===== src/rtl/dac_osr_pkg.sv =====
package dac_osr_pkg;

  localparam int unsigned NUM_RATIOS = 7;

  typedef enum logic [1:0] {
    REF_PRI  = 2'd0,
    REF_SEC  = 2'd1,
    REF_SFRM = 2'd2
  } ref_sel_e;

  typedef struct packed {
    logic       hit;
    logic [2:0] code;
  } match_t;

  function automatic int unsigned ratio_of(input logic [2:0] code);
    case (code)
      3'd0: return 128;
      3'd1: return 192;
      3'd2: return 256;
      3'd3: return 384;
      3'd4: return 512;
      3'd5: return 768;
      3'd6: return 1152;
      default: return 0;
    endcase
  endfunction

  function automatic match_t classify(input int unsigned count, input int unsigned tol);
    match_t m;
    m.hit  = 1'b0;
    m.code = 3'd0;
    for (int k = 0; k < NUM_RATIOS; k++) begin
      int unsigned r;
      r = ratio_of(3'(k));
      if ((count + tol >= r) && (count <= r + tol)) begin
        m.hit  = 1'b1;
        m.code = 3'(k);
      end
    end
    return m;
  endfunction

endpackage


===== src/rtl/osr_ref_select.sv =====
module osr_ref_select
  import dac_osr_pkg::*;
(
  input  logic       pri_wclk,
  input  logic       sec_wclk,
  input  logic       sfrm_clk,
  input  logic [1:0] src_sel,
  input  logic       mode_common,
  output ref_sel_e   ref_sel,
  output logic       ref_clk
);

  always_comb begin
    case (src_sel)
      2'd1:    ref_sel = REF_SEC;
      2'd2:    ref_sel = mode_common ? REF_PRI : REF_SFRM;
      default: ref_sel = REF_PRI;
    endcase
  end

  always_comb begin
    case (ref_sel)
      REF_SEC:  ref_clk = sec_wclk;
      REF_SFRM: ref_clk = sfrm_clk;
      default:  ref_clk = pri_wclk;
    endcase
  end

endmodule


===== src/rtl/osr_period_counter.sv =====
module osr_period_counter #(
  parameter int unsigned CNT_W = 11
) (
  input  logic             clk,
  input  logic             rst_n,
  input  logic             ref_clk,
  input  logic             restart,
  output logic             meas_ev,
  output logic [CNT_W-1:0] meas_cnt,
  output logic             sat_ev
);

  localparam logic [CNT_W-1:0] CNT_MAX = {CNT_W{1'b1}};

  logic             ref_q;
  logic             armed;
  logic [CNT_W-1:0] cnt;
  logic             rise;

  assign rise     = ref_clk & ~ref_q;
  assign meas_ev  = rise & armed & ~restart;
  assign meas_cnt = cnt;
  assign sat_ev   = armed & ~rise & ~restart & (cnt == CNT_MAX - 1'b1);

  always_ff @(posedge clk) begin
    if (!rst_n) begin
      ref_q <= 1'b0;
      armed <= 1'b0;
      cnt   <= '0;
    end else begin
      ref_q <= ref_clk;
      if (restart) begin
        armed <= 1'b0;
        cnt   <= '0;
      end else if (rise) begin
        armed <= 1'b1;
        cnt   <= {{(CNT_W-1){1'b0}}, 1'b1};
      end else if (armed && cnt != CNT_MAX) begin
        cnt <= cnt + 1'b1;
      end
    end
  end

endmodule


===== src/rtl/osr_qualifier.sv =====
module osr_qualifier
  import dac_osr_pkg::*;
#(
  parameter int unsigned CNT_W = 11,
  parameter int unsigned TOL   = 2
) (
  input  logic             clk,
  input  logic             rst_n,
  input  logic             restart,
  input  logic             meas_ev,
  input  logic [CNT_W-1:0] meas_cnt,
  input  logic             sat_ev,
  output logic [2:0]       osr_code,
  output logic             osr_valid,
  output logic             osr_err,
  output logic             meas_hit
);

  match_t     m;
  logic [2:0] cand;
  logic       cand_v;

  assign m        = classify(int'(meas_cnt), TOL);
  assign meas_hit = m.hit;

  always_ff @(posedge clk) begin
    if (!rst_n) begin
      osr_code  <= 3'd0;
      osr_valid <= 1'b0;
      osr_err   <= 1'b0;
      cand      <= 3'd0;
      cand_v    <= 1'b0;
    end else if (restart) begin
      osr_valid <= 1'b0;
      osr_err   <= 1'b0;
      cand_v    <= 1'b0;
    end else if (meas_ev) begin
      if (m.hit) begin
        osr_err <= 1'b0;
        if (cand_v && cand == m.code) begin
          osr_valid <= 1'b1;
          osr_code  <= m.code;
        end else begin
          cand      <= m.code;
          cand_v    <= 1'b1;
          osr_valid <= 1'b0;
        end
      end else begin
        osr_err <= 1'b1;
        cand_v  <= 1'b0;
      end
    end else if (sat_ev) begin
      osr_err <= 1'b1;
      cand_v  <= 1'b0;
    end
  end

endmodule


===== src/rtl/dac_osr_detect.sv =====
module dac_osr_detect
  import dac_osr_pkg::*;
#(
  parameter int unsigned CNT_W = 11,
  parameter int unsigned TOL   = 2
) (
  input  logic       clk,
  input  logic       rst_n,
  input  logic       pri_wclk,
  input  logic       sec_wclk,
  input  logic       sfrm_clk,
  input  logic [1:0] src_sel,
  input  logic       mode_common,
  output logic [2:0] osr_code,
  output logic       osr_valid,
  output logic       osr_err
);

  ref_sel_e         ref_sel;
  ref_sel_e         ref_sel_q;
  logic             ref_clk;
  logic             restart;
  logic             meas_ev;
  logic             sat_ev;
  logic             meas_hit;
  logic [CNT_W-1:0] meas_cnt;

  osr_ref_select u_sel (
    .pri_wclk    (pri_wclk),
    .sec_wclk    (sec_wclk),
    .sfrm_clk    (sfrm_clk),
    .src_sel     (src_sel),
    .mode_common (mode_common),
    .ref_sel     (ref_sel),
    .ref_clk     (ref_clk)
  );

  always_ff @(posedge clk) begin
    if (!rst_n) ref_sel_q <= REF_PRI;
    else        ref_sel_q <= ref_sel;
  end

  assign restart = (ref_sel != ref_sel_q);

  osr_period_counter #(.CNT_W(CNT_W)) u_cnt (
    .clk      (clk),
    .rst_n    (rst_n),
    .ref_clk  (ref_clk),
    .restart  (restart),
    .meas_ev  (meas_ev),
    .meas_cnt (meas_cnt),
    .sat_ev   (sat_ev)
  );

  osr_qualifier #(.CNT_W(CNT_W), .TOL(TOL)) u_qual (
    .clk       (clk),
    .rst_n     (rst_n),
    .restart   (restart),
    .meas_ev   (meas_ev),
    .meas_cnt  (meas_cnt),
    .sat_ev    (sat_ev),
    .osr_code  (osr_code),
    .osr_valid (osr_valid),
    .osr_err   (osr_err),
    .meas_hit  (meas_hit)
  );

endmodule


===== config.mk =====
export PLATFORM = sky130hd
export DESIGN_NAME = dac_osr_detect
export DESIGN_NICKNAME = d
export VERILOG_FILES = /design/src/rtl/dac_osr_pkg.sv /design/src/rtl/osr_ref_select.sv /design/src/rtl/osr_period_counter.sv /design/src/rtl/osr_qualifier.sv /design/src/rtl/dac_osr_detect.sv
export SDC_FILE = /design/constraint.sdc
export NUM_CORES = 1
export LEC_CHECK = 0
export ABC_AREA = 1
export BUFFER_PORTS_ARGS = -buffer_cell sky130_fd_sc_hd__buf_2
export CAP_MARGIN = 5
export CORE_ASPECT_RATIO = 1.75
export CORE_UTILIZATION = 39
export CTS_CLUSTER_SIZE = 30
export DETAILED_ROUTE_END_ITERATION = 8
export HOLD_SLACK_MARGIN = 0.06
export PLACE_DENSITY = 0.62
export SLEW_MARGIN = 20
export SYNTH_ARGS = -nofsm -noshare
export SYNTH_HDL_FRONTEND = slang
export SYNTH_SLANG_ARGS = --single-unit

===== constraint.sdc =====
create_clock -name clk -period 2.5 [get_ports clk]
set_input_delay 0.5 -clock clk [delete_from_list [all_inputs] [get_ports clk]]
set_output_delay 0.5 -clock clk [all_outputs]
set_load 0.01 [all_outputs]

==> results.rst <==
.. list-table::
   :header-rows: 1

   * - Metric
     - Value
   * - Overall die height
     - ~90 um
   * - Buffer count from post-CTS setup fixing
     - 0
   * - Power Density
     - about 420 mW/mm2
   * - Number of failing setup endpoints in the final timing report
     - 0
   * - Maximum fanout encountered on the critical timing path
     - 9
   * - CTS Buf Count
     - 3
   * - Overflow after GRT
     - 0
   * - Area of the die
     - approximately 0.0047 mm2
   * - Floorplan Core Area
     - approximately 0.0042 mm2
   * - Critical path data arrival time
     - 2.49 ns
   * - Total leakage power
     - approximately 0.00085 uW
   * - Buffers added on ports
     - 12
   * - Max-slew headroom at the worst pin
     - 73.93%
   * - Min cycle time layout
     - ~2.3 ns
   * - CTS H-tree depth
     - 1
   * - Signed area change from the synthesized netlist to the final layout
     - 11.15%
   * - Hold Slack
     - between 0.4 and 0.5 ns
   * - Count of TritonRoute iterations in the first routing pass
     - 4
   * - Number of synthesis warnings
     - 0
   * - Post-Syn Instances
     - approximately 270
   * - Routed via count divided by cell count
     - between 5 and 6
   * - Share of flip-flops with an asynchronous set or reset
     - 0%
   * - MaxCap Viol Count
     - 0
   * - Top_reg_cell synth
     - sky130_fd_sc_hd__dfxtp_1
   * - Number of nets produced by synthesis
     - ~290
   * - Clock sink total
     - 24
   * - Aggregate global-route resource usage
     - 19.47%
   * - IR Drop Worst-Case VDD
     - between 0.15 and 0.2 mV
   * - Initial core utilization
     - roughly two fifths
   * - Clock slew seen by the registers of the worst setup and hold paths
     - about 0.10 ns
   * - Vias in the first global route
     - ~1600
   * - Non-Filler Instances
     - 336
   * - Clock root cell
     - sky130_fd_sc_hd__clkbuf_8
   * - Top cell type's share of synthesized area
     - 27.63%
   * - Clk Latency, worst-skew pair
     - between 0.2 and 0.3 ns
   * - Total negative setup slack
     - 0 ns
   * - Setup repair after global routing missed its margin
     - no
   * - Hold Vio Cnt, Final
     - 0
   * - Final clock skew
     - ~0.0094 ns
   * - Element type at the critical path end
     - flip-flop
   * - Number of nets still failing antenna checks after routing
     - 0
   * - CTS tree
     - yes
   * - Die span in x
     - 52.48 um
   * - Final RePlAce weighted congestion
     - 0.8824
   * - Hold bufs inserted after CTS
     - 0
   * - Fraction of the yosys area taken by sequential cells
     - 27.63%
   * - Initial antenna violation count
     - 0
   * - Startpoint kind of the worst setup timing path
     - flip-flop
   * - Achievable frequency
     - between 0.4 and 0.5 GHz
   * - DRT Wirelength
     - 4364 um
   * - Count of inserted antenna diode cells
     - 0
   * - Number of top-level pins
     - 13
   * - Classification of the worst setup path
     - reg2reg
   * - Slew @ Worst Pin
     - just under 0.4 ns
   * - CTS resizes
     - 0
   * - Most used standard cells in the synthesized netlist
     - 62 x sky130_fd_sc_hd__nand2_1, 37 x sky130_fd_sc_hd__inv_1, 37 x sky130_fd_sc_hd__nor2_1, 24 x sky130_fd_sc_hd__dfxtp_1, 17 x sky130_fd_sc_hd__nand3_1
   * - Total non-filler cell area in the finished layout
     - 0.001933 mm2
   * - Std-Cell Rows
     - 31
   * - Biggest area contributors in the synthesized netlist
     - sky130_fd_sc_hd__dfxtp_1 28%, sky130_fd_sc_hd__nand2_1 13%, sky130_fd_sc_hd__inv_1 8.0%
   * - Deepest clock path buffer count
     - 2
   * - Most frequent cell after synthesis
     - sky130_fd_sc_hd__nand2_1
   * - Final routed DRC violation total
     - 0
   * - Post-Syn Area
     - 0.001739 mm2
   * - Wire length of the first global-routing pass
     - 6920 um
   * - Maximum number of pins on one net before global-route repair
     - 15
   * - Avg Cell Area, Syn
     - about 6.4 um2
   * - Path class of the lowest-slack min-delay path
     - reg2reg
   * - DR vias
     - 1745
   * - Number of enable-type register cells in the synthesized netlist
     - 0
   * - Final HPWL from detailed placement
     - between 3000 and 4000 um
   * - Initial drt markers
     - 18
   * - Cell count after placement
     - between 300 and 400
   * - Required time of the critical path
     - between 2 and 3 ns
   * - Post-layout net count
     - about 300
   * - Wirelength per Cell
     - approximately 13 um
   * - Largest area contributor in the netlist
     - sky130_fd_sc_hd__dfxtp_1
   * - Status
     - finished, final reports clean
   * - Share of layout cells above drive strength 1
     - about 17%
   * - Post-detailed-placement cell area
     - 0.001861 mm2
   * - Part of the cycle the worst path needs
     - between 90% and 100%
   * - Post-synthesis register bit count
     - 24
   * - Post-route core utilization
     - between 40% and 50%
   * - Final Slew Violations
     - 0
   * - Count of unique library cells instantiated by Yosys
     - 31
-- layout make-up --
| type | instances | area (um2) |
|---|---|---|
| sequential | 24 | 481.7 |
| clock buffer | 3 | 41.29 |
| clock inverter | 1 | 30.03 |
| multi-input combinational | 206 | 1097 |
| fill | 452 | 2256 |
| tap | 49 | 61.31 |
| timing repair buffer | 14 | 75.07 |
| inverter | 39 | 146.4 |
-- power breakdown --
part	leakage [uW]	internal (uW)	switching, uW
Clock	0.0000357	214	139
Combinational	0.000623	20.2	39.2
Sequential	0.000195	388	6.06
Total	0.000854	623	184
-- critical path, cell delays in order, from the launching register on --
cell and delay, ns:
sky130_fd_sc_hd__dfxtp_1 0.33, sky130_fd_sc_hd__inv_1 0.12, sky130_fd_sc_hd__ha_1 0.28, sky130_fd_sc_hd__nand2_1 0.08
sky130_fd_sc_hd__nand3_1 0.07, sky130_fd_sc_hd__nand3_1 0.06, sky130_fd_sc_hd__o21ai_0 0.28, sky130_fd_sc_hd__o21ai_0 0.22
sky130_fd_sc_hd__nand3_2 0.15, sky130_fd_sc_hd__nor2_1 0.06, sky130_fd_sc_hd__nor2_2 0.28, sky130_fd_sc_hd__nand2_1 0.09
sky130_fd_sc_hd__o21ai_1 0.14, sky130_fd_sc_hd__nor2_1 0.05
-- final timing paths --
kind / from / to / slack (ns) / cells after the start
min: u_qual.osr_err / u_qual.osr_err / 0.47 / 2
max: u_cnt.meas_cnt[2] / u_qual.osr_code[0] / 0.19 / 13
min reg2reg: u_qual.osr_err / u_qual.osr_err / 0.47 / 2
max reg2reg: u_cnt.meas_cnt[2] / u_qual.osr_code[0] / 0.19 / 13
-- placed cells by master, fill, tap and decap left out --
cell                        Yosys  final
sky130_fd_sc_hd__nand4_1       12     12
sky130_fd_sc_hd__inv_1         37     37
sky130_fd_sc_hd__dfxtp_1       24     23
sky130_fd_sc_hd__nor2_4         4      4
sky130_fd_sc_hd__a21oi_1       14     14
sky130_fd_sc_hd__nor3_2         1      1
sky130_fd_sc_hd__nand3_4        1      1
sky130_fd_sc_hd__ha_1           5      5
sky130_fd_sc_hd__dfxtp_2        0      1
sky130_fd_sc_hd__buf_2          3     12
sky130_fd_sc_hd__clkbuf_8       0      3
sky130_fd_sc_hd__o21ai_2        1      1
sky130_fd_sc_hd__o21ai_0       10     10
sky130_fd_sc_hd__inv_2          2      2
sky130_fd_sc_hd__nand3_1       17     17
sky130_fd_sc_hd__nand2_2       10     10
sky130_fd_sc_hd__o211ai_1       1      1
sky130_fd_sc_hd__nand2_1       62     62
sky130_fd_sc_hd__a211oi_1       2      2
sky130_fd_sc_hd__bufinv_16      0      1
sky130_fd_sc_hd__a22o_1         1      1
sky130_fd_sc_hd__nor3b_1        1      1
sky130_fd_sc_hd__nor4_1         1      1
sky130_fd_sc_hd__nor2_1        37     37
sky130_fd_sc_hd__nand2_4        1      1
sky130_fd_sc_hd__o211a_1        1      1
sky130_fd_sc_hd__or2_2          1      1
sky130_fd_sc_hd__o21ai_1        1      1
sky130_fd_sc_hd__nand3b_1       3      3
sky130_fd_sc_hd__buf_4          0      2
sky130_fd_sc_hd__nand3_2        4      4
sky130_fd_sc_hd__o21bai_2       1      1
sky130_fd_sc_hd__nor2_2         5      5
sky130_fd_sc_hd__nor3_1         6      6
sky130_fd_sc_hd__xor2_1         3      3
-- per-stage QoR --
step	setup WS [ns]	power (uW)
floorplan	0.3624	439.9
global placement	0.2015	462.1
detailed placement	0.1726	462.8
global route	0.01288	838.1
CTS	0.1613	814.6
finish	0.1888	806.6
-- sequential cells by signal, indices dropped and copies added (netlist names) --
register	count
u_qual.osr_valid	1
u_qual.osr_err	1
u_cnt.armed	1
u_cnt.ref_q	1
u_cnt.meas_cnt	11
u_qual.cand_v	1
u_qual.osr_code	3
ref_sel_q	2
u_qual.cand	3
-- cell families (layout without fill, tap and decap cells) --
group | Yosys count | after routing | share of synthesized area [%]
compound gates | 32 | 32 | 10.72
xor+xnor | 3 | 3 | 1.511
fa+ha+maj | 5 | 5 | 3.597
buf+inv | 42 | 57 | 9.280
flops | 24 | 24 | 27.63
simple gates | 166 | 166 | 47.27
-- routing by layer --
| metal | vias up | wire length, um | GRT usage [%] |
|---|---|---|---|
| met5 | - | 0 | 0 |
| met3 | 12 | 83 | 2.189 |
| met2 | 27 | 2485 | 38.50 |
| li1 | 911 | - | - |
| met4 | 0 | 169 | 10.53 |
| met1 | 795 | 1626 | 17.23 |
Note: power is estimated with default switching activity, not from simulation.
